File: src/rtl/stat_bank_pkg.sv
package stat_bank_pkg;

  localparam int NUM_CNT = 7;

  // Counter width per slot
  function automatic int cnt_width(input int k);
    case (k)
      0:       return 16;
      5, 6:    return 4;
      default: return 8;
    endcase
  endfunction

  // Bit position at which the warning rises
  function automatic int warn_bit(input int k);
    case (k)
      0:       return 8;
      5, 6:    return 2;
      default: return 4;
    endcase
  endfunction

endpackage

File: src/rtl/stat_addr_dec.sv
module stat_addr_dec #(
  parameter int               ADDR_W    = 8,
  parameter logic [ADDR_W-1:0] BASE_ADDR = 8'h60,
  parameter int               NUM_SLOT  = 7
) (
  input  logic                clk_i,
  input  logic                rst_ni,
  input  logic                rd_en_i,
  input  logic [ADDR_W-1:0]   addr_i,
  output logic [NUM_SLOT-1:0] sel_o,
  output logic                hit_o
);

  localparam int IDX_W = ADDR_W - 2;

  logic [ADDR_W-1:0] offs;
  logic [IDX_W-1:0]  idx;
  logic              in_map;

  assign offs   = addr_i - BASE_ADDR;
  assign idx    = offs[ADDR_W-1:2];
  assign in_map = (addr_i >= BASE_ADDR) && (offs[1:0] == 2'b00)
                  && (32'(idx) < NUM_SLOT);
  assign hit_o  = rd_en_i && in_map;

  for (genvar k = 0; k < NUM_SLOT; k++) begin : g_sel
    assign sel_o[k] = hit_o && (32'(idx) == k);
  end

  AST_SEL_ONEHOT: assert property (@(posedge clk_i) disable iff (!rst_ni)
    $onehot0(sel_o));

  AST_SEL_NEEDS_RD: assert property (@(posedge clk_i) disable iff (!rst_ni)
    !rd_en_i |-> (sel_o == '0));

endmodule

File: src/rtl/stat_cnt.sv
module stat_cnt #(
  parameter int CNT_W  = 8,
  parameter int WARN_B = 4,
  parameter int DATA_W = 16
) (
  input  logic              clk_i,
  input  logic              rst_ni,
  input  logic              evt_i,
  input  logic              rd_sel_i,
  output logic [DATA_W-1:0] cnt_o,
  output logic              warn_o
);

  logic [CNT_W-1:0] cnt_q, cnt_d;
  logic             cnt_en;

  // Next state: a read clears, but keeps a coincident event
  always_comb begin
    cnt_d = cnt_q;
    if (rd_sel_i)   cnt_d = {{(CNT_W-1){1'b0}}, evt_i};
    else if (evt_i) cnt_d = cnt_q + 1'b1;
  end

  assign cnt_en = rd_sel_i | evt_i;

  always_ff @(posedge clk_i or negedge rst_ni) begin
    if (!rst_ni)     cnt_q <= '0;
    else if (cnt_en) cnt_q <= cnt_d;
  end

  assign warn_o = |cnt_q[CNT_W-1:WARN_B];

  always_comb begin
    cnt_o              = '0;
    cnt_o[CNT_W-1:0]   = cnt_q;
  end

  AST_INC_WRAP: assert property (@(posedge clk_i) disable iff (!rst_ni)
    (evt_i && !rd_sel_i) |=> (cnt_q == CNT_W'($past(cnt_q) + 1'b1)));

  AST_IDLE_HOLD: assert property (@(posedge clk_i) disable iff (!rst_ni)
    (!evt_i && !rd_sel_i) |=> $stable(cnt_q));

  AST_CLR_ON_READ: assert property (@(posedge clk_i) disable iff (!rst_ni)
    (rd_sel_i && !evt_i) |=> (cnt_q == '0));

  AST_READ_COLLIDE: assert property (@(posedge clk_i) disable iff (!rst_ni)
    (rd_sel_i && evt_i) |=> (cnt_q == CNT_W'(1)));

  AST_WARN_CLEARS: assert property (@(posedge clk_i) disable iff (!rst_ni)
    rd_sel_i |=> !warn_o);

endmodule

File: src/rtl/stat_bank.sv
module stat_bank
  import stat_bank_pkg::*;
#(
  parameter int               ADDR_W    = 8,
  parameter int               DATA_W    = 16,
  parameter logic [ADDR_W-1:0] BASE_ADDR = 8'h60
) (
  input  logic               clk_i,
  input  logic               rst_ni,
  input  logic [NUM_CNT-1:0] evt_i,
  input  logic               rd_en_i,
  input  logic [ADDR_W-1:0]  rd_addr_i,
  output logic [DATA_W-1:0]  rd_data_o,
  output logic [NUM_CNT-1:0] warn_o,
  output logic               warn_any_o
);

  logic [NUM_CNT-1:0] sel;
  logic               hit;
  logic [DATA_W-1:0]  cnt_val [NUM_CNT];
  logic [DATA_W-1:0]  rd_mux;
  logic [DATA_W-1:0]  rd_data_q, rd_data_d;

  stat_addr_dec #(
    .ADDR_W   (ADDR_W),
    .BASE_ADDR(BASE_ADDR),
    .NUM_SLOT (NUM_CNT)
  ) dec_i (
    .clk_i  (clk_i),
    .rst_ni (rst_ni),
    .rd_en_i(rd_en_i),
    .addr_i (rd_addr_i),
    .sel_o  (sel),
    .hit_o  (hit)
  );

  for (genvar k = 0; k < NUM_CNT; k++) begin : g_cnt
    stat_cnt #(
      .CNT_W (cnt_width(k)),
      .WARN_B(warn_bit(k)),
      .DATA_W(DATA_W)
    ) cnt_i (
      .clk_i   (clk_i),
      .rst_ni  (rst_ni),
      .evt_i   (evt_i[k]),
      .rd_sel_i(sel[k]),
      .cnt_o   (cnt_val[k]),
      .warn_o  (warn_o[k])
    );
  end

  // AND-OR read mux over the one-hot select
  always_comb begin
    rd_mux = '0;
    for (int k = 0; k < NUM_CNT; k++) begin
      rd_mux = rd_mux | (cnt_val[k] & {DATA_W{sel[k]}});
    end
  end

  always_comb begin
    rd_data_d = rd_data_q;
    if (rd_en_i) rd_data_d = hit ? rd_mux : '0;
  end

  always_ff @(posedge clk_i or negedge rst_ni) begin
    if (!rst_ni)      rd_data_q <= '0;
    else if (rd_en_i) rd_data_q <= rd_data_d;
  end

  assign rd_data_o  = rd_data_q;
  assign warn_any_o = |warn_o;

  AST_BAD_ADDR_ZERO: assert property (@(posedge clk_i) disable iff (!rst_ni)
    (rd_en_i && !hit) |=> (rd_data_o == '0));

  AST_RD_HOLD: assert property (@(posedge clk_i) disable iff (!rst_ni)
    !rd_en_i |=> $stable(rd_data_o));

  AST_WARN_SUMMARY: assert property (@(posedge clk_i) disable iff (!rst_ni)
    (warn_o == '0) |-> !warn_any_o);

endmodule

File: config.mk
export PLATFORM = sky130hd
export DESIGN_NAME = stat_bank
export DESIGN_NICKNAME = d
export VERILOG_FILES = /design/src/rtl/stat_bank_pkg.sv /design/src/rtl/stat_addr_dec.sv /design/src/rtl/stat_cnt.sv /design/src/rtl/stat_bank.sv
export SDC_FILE = /design/constraint.sdc
export NUM_CORES = 1
export LEC_CHECK = 0
export BUFFER_PORTS_ARGS = -buffer_cell sky130_fd_sc_hd__buf_2
export CAP_MARGIN = 10
export CORE_MARGIN = 2
export CORE_UTILIZATION = 50
export DETAILED_ROUTE_END_ITERATION = 10
export PLACE_DENSITY = 0.72
export SYNTH_ARGS = -nofsm -noshare
export SYNTH_HDL_FRONTEND = slang
export SYNTH_SLANG_ARGS = --single-unit
File: constraint.sdc
create_clock -name clk_i -period 1.9 [get_ports clk_i]
set_input_delay 0.38 -clock clk_i [delete_from_list [all_inputs] [get_ports clk_i]]
set_output_delay 0.38 -clock clk_i [all_outputs]
set_load 0.05 [all_outputs]
# Word level (Yosys, flattened, before mapping)
# Index checks and enable logic that the tools add are counted.
[totals]
reg_bits = 72
input_bits = 18
output_inout_bits = 24
wordCells = 93
[op_classes]
add_sub_neg = 8
n_lt_le_gt_ge = 2
n_eq_ne = 6
mux = 15
bitwise = 20
n_reduce_logical = 34
[op_table]
columns = ["operator", "count"]
rows = [
  ["OR 16 bit", 6],
  ["AND 8 x 16 -> 16 bit", 4],
  ["2-to-1 mux 8 bit", 8],
  ["2-to-1 mux 16 bit", 3],
  ["adder 8 x 1 -> 8 bit, second input constant", 4],
  ["AND 4 x 16 -> 16 bit", 2],
  ["OR reduction 28 bit", 1],
  ["== test 6 x 3 -> 1 bit, second input constant", 3],
  ["adder 16 x 1 -> 16 bit, second input constant", 1],
  ["AND 16 bit", 1],
  ["2-to-1 mux 4 bit", 4],
  ["OR reduction 4 bit", 4],
  ["AND reduction 2 bit", 7],
  ["nonzero test 2 bit", 7],
  ["== test 6 x 2 -> 1 bit, second input constant", 2],
  ["logical AND 1 bit", 10],
  ["adder 4 x 1 -> 4 bit, second input constant", 2],
  ["greater-or-equal comparator 8 x 7 -> 1 bit, second input constant", 1],
  ["OR reduction 8 bit", 1],
  ["subtractor 8 x 7 -> 8 bit, second input constant", 1],
  ["OR 1 bit", 7],
  ["== test 6 x 1 -> 1 bit, second input constant", 1],
  ["zero test 6 bit", 1],
  ["less-than comparator 6 x 3 -> 1 bit, second input constant", 1],
  ["2 further kinds", 3],
]

# Depth between registers and ports, before layout
# Gate-level depths: netlist (run 1).
[depth]
depth_word = 14
mapped_depth = 7
depth_no_buf = 5

# By module
# From an unflattened synthesis (run 1), not the netlist that was laid out.
[hier_totals]
cells_unflattened = 484
hier_area_um2 = 4768.3
[by_module_without_submodules]
columns = ["module", "instances", "cells_per_inst", "area_each_um2"]
rows = [
  ["stat_cnt at g_cnt[1].cnt_i ...", 4, 47, 470.5],
  ["stat_bank", 1, 131, 1288.7],
  ["stat_cnt at g_cnt[0].cnt_i", 1, 87, 847.1],
  ["stat_cnt at g_cnt[5].cnt_i ...", 2, 30, 295.3],
  ["stat_addr_dec", 1, 18, 160.2],
]

# Least setup slack after synthesis (run 1)
# Ideal clock, no wire load.
[synth_timing]
kind = "register -> output"
start = "register g_cnt[3].cnt_i.cnt_q[5]"
end = "output warn_any_o"
t_arrival_ns = 1.941
t_required_ns = 1.520
setup_slack_ns = -0.421
stages_incl_launch_ff = 4
path_buffers = 0
path_cell_list = "dfrtp_1 -> or4_4 -> or3_1 -> or4_1"
[synth_via]
elab_chain_len = 1
[synth_rtl]
columns = ["item", "line", "text"]
rows = [
  ["start, declared", "stat_cnt.sv:14", "logic [CNT_W-1:0] cnt_q, cnt_d;"],
  ["start signal, assigned", "stat_cnt.sv:28", "else if (cnt_en) cnt_q <= cnt_d;"],
  ["OR reduction 28 bit", "stat_bank.sv:71", "assign warn_any_o = |warn_o;"],
  ["end, declared", "stat_bank.sv:15", "output logic warn_any_o"],
]
# No other way between the ends.

# Final worst setup path (run 1)
# Ends and elaborated chain as after synthesis.

==> run_results.csv, run 1 <==
group,metric,value,unit
outcome,status,"finished with violations",
outcome,violations,"setup timing",
pwr,peakVddDrop,0.0008007,V
pwr,pwr-share-seq,0.386,
clocking,clk_latency,0.35,ns
timing,rsz0062_at_grt,"yes",
synthesis,ys_types,45,
global_route,grt_max_degree,45,
clocking,cts_tree,"yes",
pwr,pwr-share-comb,0.417,
timing,hold_slack,0.03412,ns
timing,fin_crit,2.667,ns
global_route,grt_pass1_vias,3297,
layout,register_area,1802,sq um
synthesis,yosysWarnings,0,
pwr,p_clk_frac,0.197,
clocking,htree_num_levels,3,
setup_path,worstPathRequired,1.52,ns
job,max_cap_violations,0,
worst_hold_path,hp-class,"in2async",
global_route,antenna_found_initial,0,
route,num_vias,3255,
synthesis,synth_ff_type,"dfrtp_1",
setup_path,critPathCapture,"warn_any_o",
route,drcViolationCount,0,
setup_path,cp-end-kind,"output port",
die,fp.dieH,92.04,um
route,wl_met3,412,um
global_route,overflow,0,
timing,slew_headroom,0.6251,
global_route,grt_use_total,0.2489,
timing,setup_violations,3,
place,placed_area,4516,sq um
layout,stdcell_area,4870,sq um
route,firstDrtPassIters,5,
route,routedLengthMet1,4.258,mm
synthesis,ys_top_cells_by_area,"dfrtp_1, xor2_1, nor2_1",
pwr,power.internal,3.960,mW
route,via_per_inst,5.641,
route,wire_per_inst,16.76,um
die,core,7607,sq um
timing,setup-tns-final,-1.473,ns
timing,fmaxAchievable,374.9,MHz
synthesis,syn_area,3875,sq um
timing,fin_ws,-0.7671,ns
setup_path,cp.arrival,2.29,ns
synthesis,synth_edf_count,0,
route,drtAntennaViolNets,0,
timing,tightestPinTransition,0.5623,ns
setup_path,r2r.worst_path.cells,5,
pwr,totalPowerFinal,6.397,mW
die,dieArea,8470,sq um
setup_path,path_max_fanout,2,
clocking,clk_pin_slew,0.08,ns
pwr,swShare,0.3809,
setup_path,rrSetupSlack,0.15,ns
synthesis,synth_seq_cells,72,
timing,final_hold_viol_count,0,
route,drtIter0Drc,193,
die,initial_core_util,0.5094,
pwr,leakagePower,2.348,nW
pwr,power_density,1314,nW/um^2
global_route,grt_pass1_wl,16.28,mm
timing,period_share,1.404,
synthesis,yosysMostFrequentCell,"dfrtp_1",
clocking,cts_buffers,9,
setup_path,path_class,"reg2out",
die,fp.dieW,92.04,um
layout,layout-drive-gt1-share,0.2737,
layout,antenna_cells,0,
synthesis,ys_seq_area_frac,0.4650,
clocking,cts-root-buf,"clkbuf_8",
clocking,cts_sinks,72,
die,core.rowCount,32,
place,routabilityCongestion,0.8477,
place,dpl.hpwl,7.065,mm
setup_path,startpoint,"g_cnt[3].cnt_i.cnt_q[5]$_DFFE_PN0P_",
timing,slew_viol_final,0,
place,portBuffers,41,
synthesis,async_flop_share,1.000,
synthesis,synthTopCellsByCount,"dfrtp_1, nor2_1, xor2_1",
setup_path,r2r-start,"g_cnt[1].cnt_i.cnt_q[5]$_DFFE_PN0P_",
layout,fill_cells,643,
route,highest_layer,"met4",
synthesis,yosys.area.top_type_share,0.4650,
synthesis,synthesis.nets,410,
setup_path,cp-start-kind,"flip-flop",
setup_path,r2r-end,"rd_data_o[5]$_DFFE_PN0P_",
clocking,clk_path_buf_depth,2,
route,totalWireLength,9.670,mm
clocking,holdBufCountCts,0,
place,pre_cts_ws,-0.4655,ns
pwr,switchingPower,2.437,mW
layout,finalNetCount,496,
synthesis,synth_area_per_cell,10.09,sq um
synthesis,synth_top_cell_by_area,"dfrtp_1",
synthesis,synthCells,384,
route,met2_length,4.752,mm
layout,multiInputGateArea,1931,sq um
die,num_io_pins,42,
layout,area_growth,25.67,%
timing,finClkSkew,0.006413,ns
-- power groups by stage --
stage          clock network [mW]  registers (mW)  logic (mW)
3_3_place_gp                    0            2.45        2.19
3_5_place_dp                    0            2.47        2.28
4_1_cts                      1.28            2.46        2.61
2_1_floorplan                   0            2.39        1.57
5_1_grt                      1.33            2.54        2.92
6_report                     1.26            2.47        2.67
-- metal layers --
layer  track usage  up-vias
met3       0.04191       16
met5             0        -
met4       0.08831        0
met2        0.4173       81
li1              -     1559
met1        0.3274     1599
-- worst min-delay path by stage --
| stage | start | to | slack [ns] | cells after the start |
|---|---|---|---|---|
| final | rst_ni | rd_data_o[5]$_DFFE_PN0P_ | 0.03 | 2 |
| after detailed placement | rst_ni | rd_data_o[5]$_DFFE_PN0P_ | 0.42 | 2 |
| after CTS | rst_ni | rd_data_o[5]$_DFFE_PN0P_ | 0.05 | 2 |
| after global routing | rst_ni | g_cnt[4].cnt_i.cnt_q[0]$_DFFE_PN0P_ | 0.06 | 2 |
| after global placement | rst_ni | g_cnt[4].cnt_i.cnt_q[1]$_DFFE_PN0P_ | 0.43 | 2 |
| after floorplan | rst_ni | g_cnt[0].cnt_i.cnt_o[0]$_DFFE_PN0P_ | 0.08 | 0 |
-- metrics by stage --
stage | instances | util
after floorplan | 384 | -
after global placement | 553 | 0.5936
after detailed placement | 553 | 0.5936
after CTS | 576 | 0.6363
after global routing | 577 | 0.6401
final | 577 | 0.6401
-- registers in the layout, indices dropped and copies added (netlist names) --
name / flops
g_cnt.cnt_i.cnt_q: 40
g_cnt.cnt_i.cnt_o: 16
rd_data_o: 16
-- area by class of cell --
cell class / instances / share of cell area
timing repair buffer: 101 / 0.1565
clock buffer: 11 / 0.03109
inverter: 11 / 0.008479
clock inverter: 5 / 0.01131
sequential: 72 / 0.3700
tap: 102 / 0.02621
multi-input combinational: 275 / 0.3965
-- critical path, cell delays in order (launching register included) --
cell     delay (ns)
dfrtp_1        0.38
or4_4          0.54
or3_4          0.43
or4_4          0.42
buf_6          0.17
-- placed cells by master (no fill, tap or decap), types with 4 or more instances in the layout --
cell / n
ha_1: 8
and4_1: 5
nand3_1: 13
buf_6: 9
a22o_1: 8
inv_1: 11
xnor2_1: 11
mux2i_1: 14
nand3b_1: 4
nor2b_1: 6
nor2_1: 49
o221ai_1: 4
dfrtp_1: 72
and3_1: 12
buf_4: 50
buf_2: 36
nand2_1: 20
a21oi_1: 5
nand4_1: 25
xor2_1: 35
clkbuf_8: 11
a31oi_1: 7
or4_4: 4
o21ai_0: 4
-- cell families after synthesis --
logic type               share of synthesized area
AO/OA/AOI/OAI                              0.08299
AND/OR/NAND/NOR                             0.2205
adder cells (fa/ha/maj)                    0.02583
multiplexers                               0.05747
XOR/XNOR                                    0.1040
flip-flops                                  0.4650
buffers and inverters                      0.04424
-- what timing repair did --
item,CTS,global route
gates resized for setup,18,8
endpoints found under the setup margin,4,6
pin swaps,0,4
hold endpoints to repair,0,0
buffers inserted,7,3
(Power assumes the default switching activity.)
==> run 2: changes to the inputs <==
--- a/config.mk
+++ b/config.mk
@@ -10,7 +10,7 @@
 export CORE_MARGIN = 2
 export CORE_UTILIZATION = 50
 export DETAILED_ROUTE_END_ITERATION = 10
-export PLACE_DENSITY = 0.72
+export PLACE_DENSITY = 0.7
 export SYNTH_ARGS = -nofsm -noshare
 export SYNTH_HDL_FRONTEND = slang
 export SYNTH_SLANG_ARGS = --single-unit
==> constraint.sdc (replaced) <==
create_clock -name clk_i -period 3.2 [get_ports clk_i]
set_input_delay 0.64 -clock clk_i [delete_from_list [all_inputs] [get_ports clk_i]]
set_output_delay 0.64 -clock clk_i [all_outputs]
set_load 0.05 [all_outputs]
==> run 2 against run 1 <==
Against the previous run:
- the flow now finishes without violations
- non-clock buffer count down 56
- critical path depth unchanged
- first-iteration DRC count down 24%
- design area down 12%
- hold slack better by 0.26 ns
- final cell count down 9.7%
- register-to-register slack better by 1.4 ns
- sequential power down 38%
- setup slack better by 0.90 ns
- largest cell class unchanged
==> run_results.csv, run 2 (synthesis gave the netlist of run 1 again) <==
group,metric,value,unit
layout,antenna_cells,0,
clocking,postCtsSetupBuffers,0,
pwr,swShare,0.4151,
route,totalWireLength,8.768,mm
pwr,p_clk_frac,0.204,
clocking,ctsResizeCount,0,
timing,tightestPinTransition,0.6650,ns
route,drtIter0Drc,147,
setup_path,path_common_cell,"or4_1",
route,via_per_inst,5.749,
pwr,power_density,760.1,nW/um^2
place,placed_area,4126,sq um
place,routabilityCongestion,0.8516,
timing,slew_headroom,0.5506,
die,core,7607,sq um
setup_path,cp-start-kind,"flip-flop",
setup_path,path_class,"reg2out",
timing,slew_viol_final,0,
pwr,pwr-share-seq,0.468,
job,max_cap_violations,0,
layout,postLayoutCoreUtil,0.5663,
layout,area_growth,11.17,%
route,firstDrtPassIters,4,
route,num_vias,2995,
layout,fill_cells,694,
global_route,grt_use_total,0.2233,
setup_path,cp-end-kind,"output port",
die,fp.dieW,92.04,um
global_route,grt_max_degree,73,
clocking,holdBufCountCts,0,
setup_path,worstPathRequired,2.56,ns
die,dieArea,8470,sq um
route,drcViolationCount,0,
route,drtAntennaViolNets,0,
clocking,clk_path_buf_depth,2,
timing,finClkSkew,0.007986,ns
layout,layout_commonest_cell,"dfrtp_1",
setup_path,cp_top_family,"simple AND/OR/NAND/NOR gates",
pwr,leakagePower,2.008,nW
timing,setup_violations,0,
setup_path,cpMaxStageDelayCell,"or4_1",
worst_hold_path,hp-class,"in2async",
clocking,cts_sinks,72,
timing,setup-tns-final,0,ns
clocking,cts-root-buf,"clkbuf_8",
layout,layout_common_cells,"dfrtp_1, nor2_1, buf_2, xor2_1, nand4_1",
clocking,htree_num_levels,3,
die,initial_core_util,0.5094,
layout,top_register,"g_cnt.cnt_i.cnt_q",
timing,rsz0062_at_grt,"no",
global_route,grt_pass1_vias,2911,
clocking,clk_pin_slew,0.08,ns
global_route,grt_pass1_wl,14.63,mm
outcome,status,"finished clean",
setup_path,cp.arrival,2.43,ns
die,fp.dieH,92.04,um
layout,finalNetCount,440,
die,core.rowCount,32,
setup_path,cp_cell_sequence,"or4_1 -> or3_1 -> or4_1 -> buf_2",
layout,layout-drive-gt1-share,0.1647,
pwr,peakVddDrop,0.0004187,V
global_route,overflow,0,
clocking,cts_tree,"yes",
setup_path,worst-path-buf-inv,1,
timing,fin_crit,3.070,ns
timing,final_hold_viol_count,0,
die,num_io_pins,42,
pwr,pwr-share-comb,0.328,
timing,period_share,0.9595,
clocking,cts_buffers,9,
setup_path,path_max_fanout,5,
global_route,antenna_found_initial,0,
pwr,switchingPower,1.359,mW
clocking,clk_latency,0.36,ns
setup_path,slowest_delay,0.58,ns
layout,largest_reg_flops,40,
route,wire_per_inst,16.83,um
pwr,power.internal,1.915,mW
place,dpl.hpwl,6.220,mm
timing,fmaxAchievable,325.7,MHz
layout,stdcell_area,4308,sq um
place,portBuffers,41,
## run 2: cell count changes in the layout (fill, tap and decap cells not counted), sizes merged
| cell | change |
|---|---|
| buf | -56 |
| bufinv | -1 |
| clkbuf | -1 |
| clkinv | -1 |
| clkinvlp | +2 |
| inv | +1 |
## run 2: cell type report
cell class / instances / area [sq um] / area share
tap: 102 / 127.6 / 0.02963
inverter: 11 / 41.29 / 0.009585
multi-input combinational: 275 / 1908 / 0.4429
sequential: 72 / 1802 / 0.4182
clock buffer: 10 / 137.6 / 0.03195
timing repair buffer: 45 / 247.7 / 0.05751
clock inverter: 6 / 43.79 / 0.01017
## run 2: path summary, 6_finish.rpt
path                                                startpoint                                    to  slack (ns)  depth (start not counted)
hold / removal                                          rst_ni              rd_data_o[4]$_DFFE_PN0P_        0.30                          2
max in group asynchronous                               rst_ni   g_cnt[5].cnt_i.cnt_q[0]$_DFFE_PN0P_        2.60                          2
min in group clk_i                    rd_data_o[2]$_DFFE_PN0P_              rd_data_o[2]$_DFFE_PN0P_        0.51                          2
setup reg to reg           g_cnt[0].cnt_i.cnt_o[4]$_DFFE_PN0P_  g_cnt[0].cnt_i.cnt_o[11]$_DFFE_PN0P_        1.51                          4
setup / recovery           g_cnt[4].cnt_i.cnt_q[5]$_DFFE_PN0P_                            warn_any_o        0.13                          4
hold reg to reg                       rd_data_o[2]$_DFFE_PN0P_              rd_data_o[2]$_DFFE_PN0P_        0.51                          2
## run 2: power by group through the flow
stage               Combinational, mW  Sequential [mW]  Clock (mW)
finish                           1.07             1.53       0.668
global route                     1.20             1.58       0.717
CTS                              1.08             1.53       0.679
detailed placement               1.07             1.55           0
global placement                 1.04             1.54           0
floorplan                       0.930             1.42           0
## run 2: routing by layer
layer	vias to the layer above	share of wire	wire (um)	GRT usage
met1	1475	0.47	4160	0.3109
met4	0	0.021	182	0.08333
li1	1437	-	-	-
met2	68	0.46	4032	0.3456
met5	-	0	0	0
met3	15	0.045	392	0.04766
## run 2: stage by stage
stage          setup slack [ns]  hold slack, ns  total power [mW]  cells
2_1_floorplan            0.6189          0.3444             2.347    384
3_3_place_gp             0.5383          0.4762             2.573    505
3_5_place_dp             0.5167          0.4793             2.619    505
4_1_cts                  0.1268          0.3196             3.294    521
5_1_grt                 0.06994          0.3371             3.497    521
6_report                 0.1296          0.2987             3.275    521
## run 2: worst register-to-register path: cells and delay by family (launching register included)
kind	cells	cell delay (ns)
AND/OR/NAND/NOR	3	0.99
flip-flops	1	0.48
AO/OA/AOI/OAI	1	0.16
==> run 3: changes to the inputs <==
--- a/config.mk
+++ b/config.mk
@@ -7,10 +7,13 @@
 export LEC_CHECK = 0
 export BUFFER_PORTS_ARGS = -buffer_cell sky130_fd_sc_hd__buf_2
 export CAP_MARGIN = 10
+export CORE_ASPECT_RATIO = 1.75
 export CORE_MARGIN = 2
 export CORE_UTILIZATION = 50
 export DETAILED_ROUTE_END_ITERATION = 10
+export GPL_TIMING_DRIVEN = 0
 export PLACE_DENSITY = 0.7
+export RECOVER_POWER = 25
 export SYNTH_ARGS = -nofsm -noshare
 export SYNTH_HDL_FRONTEND = slang
 export SYNTH_SLANG_ARGS = --single-unit
==> run 3 against run 2 <==
Against the previous run:
- the flow now finishes with violations (capacitance limit, slew limit)
- fmax grew 0.22%
- hold slack gained 0.19 ns
- routed wire length grew 10%
- clock power grew 72%
- largest cell class unchanged
- largest power group unchanged
- highest routed layer unchanged
==> run_results.csv, run 3 (synthesis gave the netlist of run 1 again) <==
group,metric,value,unit
global_route,grt_max_degree,73,
die,core,7567,sq um
timing,fin_crit,3.064,ns
clocking,clk_path_buf_depth,2,
clocking,cts-root-buf,"clkbuf_16",
clocking,htree_num_levels,3,
pwr,switchingPower,1.438,mW
pwr,power_density,856.6,nW/um^2
pwr,power.internal,2.434,mW
route,drtAntennaViolNets,0,
pwr,peakVddDrop,0.0004873,V
route,drtIter0Drc,121,
route,via_per_inst,5.960,
die,initial_core_util,0.5121,
clocking,holdBufCountCts,0,
global_route,antenna_found_initial,0,
pwr,totalPowerFinal,3.872,mW
setup_path,cp-end-kind,"output port",
route,firstDrtPassIters,4,
timing,tightestPinTransition,1.806,ns
job,max_cap_violations,1,
die,num_io_pins,42,
timing,slew_viol_final,73,
worst_hold_path,hp-class,"reg2reg",
die,dieArea,8498,sq um
pwr,leakagePower,2.133,nW
layout,fin_cells,526,
clocking,postCtsSetupBuffers,0,
layout,fill_cells,687,
route,wire_per_inst,18.37,um
place,placed_area,4178,sq um
setup_path,cp.arrival,2.42,ns
setup_path,worstPathRequired,2.56,ns
layout,antenna_cells,0,
place,dp.cells,510,
clocking,clk_latency,0.34,ns
global_route,grt_use_total,0.2419,
setup_path,cp-start-kind,"flip-flop",
pwr,p_clk_frac,0.297,
global_route,grt_pass1_wl,15.86,mm
route,drcViolationCount,0,
global_route,overflow,0,
timing,rsz0062_at_grt,"no",
place,dpl.hpwl,7.113,mm
clocking,cts_buffers,9,
setup_path,path_max_fanout,5,
timing,fmaxAchievable,326.4,MHz
layout,finalNetCount,459,
place,portBuffers,38,
die,core.rowCount,42,
pwr,pwr-share-seq,0.405,
outcome,status,"finished with violations",
timing,final_hold_viol_count,0,
layout,layout_commonest_cell,"dfrtp_1",
timing,fin_ws,0.1362,ns
layout,largest_reg_flops,40,
layout,stdcell_area,4521,sq um
timing,period_share,0.9574,
outcome,violations,"capacitance limit, slew limit",
timing,slew_headroom,-0.2042,
layout,top_register,"g_cnt.cnt_i.cnt_q",
die,fp.dieH,120.5,um
pwr,swShare,0.3715,
route,totalWireLength,9.663,mm
layout,layout_common_cells,"dfrtp_1, nor2_1, buf_2, xor2_1, nand4_1",
die,fp.dieW,70.55,um
place,pre_cts_ws,0.5068,ns
clocking,cts_tree,"yes",
route,num_vias,3135,
clocking,clk_pin_slew,0.06,ns
layout,layout-drive-gt1-share,0.1667,
timing,setup_violations,0,
clocking,ctsResizeCount,0,
pwr,pwr-share-comb,0.298,
timing,setup-tns-final,0,ns
setup_path,path_class,"reg2out",
layout,area_growth,16.66,%
clocking,cts_sinks,72,
place,routabilityCongestion,0.8878,
global_route,grt_pass1_vias,3116,
timing,finClkSkew,0.005008,ns
[run 3: per-stage QoR]
step / hold WS, ns / util
3_3_place_gp: 0.4773 / 0.5518
3_5_place_dp: 0.4810 / 0.5521
2_1_floorplan: 0.3444 / -
5_1_grt: 0.5187 / 0.5974
6_report: 0.4869 / 0.5974
4_1_cts: 0.4744 / 0.5977
[run 3: area by class of cell]
class,instances,area [sq um],share of cell area
plain buffers,26,130.1,0.02878
multi-input cells,275,1902,0.4207
flip-flops and latches,72,1802,0.3986
repair buffers,38,190.2,0.04207
well taps,88,110.1,0.02436
clock buffers,9,225.2,0.04982
inverters,11,41.29,0.009134
clock inverters,7,120.1,0.02657
[run 3: worst max-delay path: stages, from the launching register on]
cell and delay [ns]:
dfrtp_1 0.44, or4_1 0.59, or3_1 0.38, or4_1 0.44
buf_2 0.24
[run 3: layer usage]
layer	global-route usage	up-vias	part of all wire
met5	0	-	0
met4	0.1144	0	0.040
met3	0.05083	23	0.036
met2	0.4375	65	0.55
met1	0.2653	1557	0.38
li1	-	1490	-
[run 3: power by group through the flow]
stage | registers, mW | logic (mW) | clock network, mW
6_report | 1.57 | 1.15 | 1.15
2_1_floorplan | 1.42 | 0.930 | 0
3_5_place_dp | 1.57 | 1.16 | 0
3_3_place_gp | 1.56 | 1.12 | 0
5_1_grt | 1.60 | 1.28 | 1.20
4_1_cts | 1.56 | 1.17 | 1.16
[run 3: final timing paths]
| kind | start | end | slack (ns) | cells past startpoint |
|---|---|---|---|---|
| setup / recovery | g_cnt[4].cnt_i.cnt_q[5]$_DFFE_PN0P_ | warn_any_o | 0.14 | 4 |
| hold / removal | rd_data_o[2]$_DFFE_PN0P_ | rd_data_o[2]$_DFFE_PN0P_ | 0.49 | 2 |
| setup reg to reg | g_cnt[0].cnt_i.cnt_o[4]$_DFFE_PN0P_ | g_cnt[0].cnt_i.cnt_o[11]$_DFFE_PN0P_ | 1.56 | 4 |
| hold reg to reg | rd_data_o[2]$_DFFE_PN0P_ | rd_data_o[2]$_DFFE_PN0P_ | 0.49 | 2 |
| max in group asynchronous | rst_ni | g_cnt[5].cnt_i.cnt_q[0]$_DFFE_PN0P_ | 1.34 | 1 |
| min in group asynchronous | rst_ni | g_cnt[4].cnt_i.cnt_q[4]$_DFFE_PN0P_ | 0.77 | 1 |
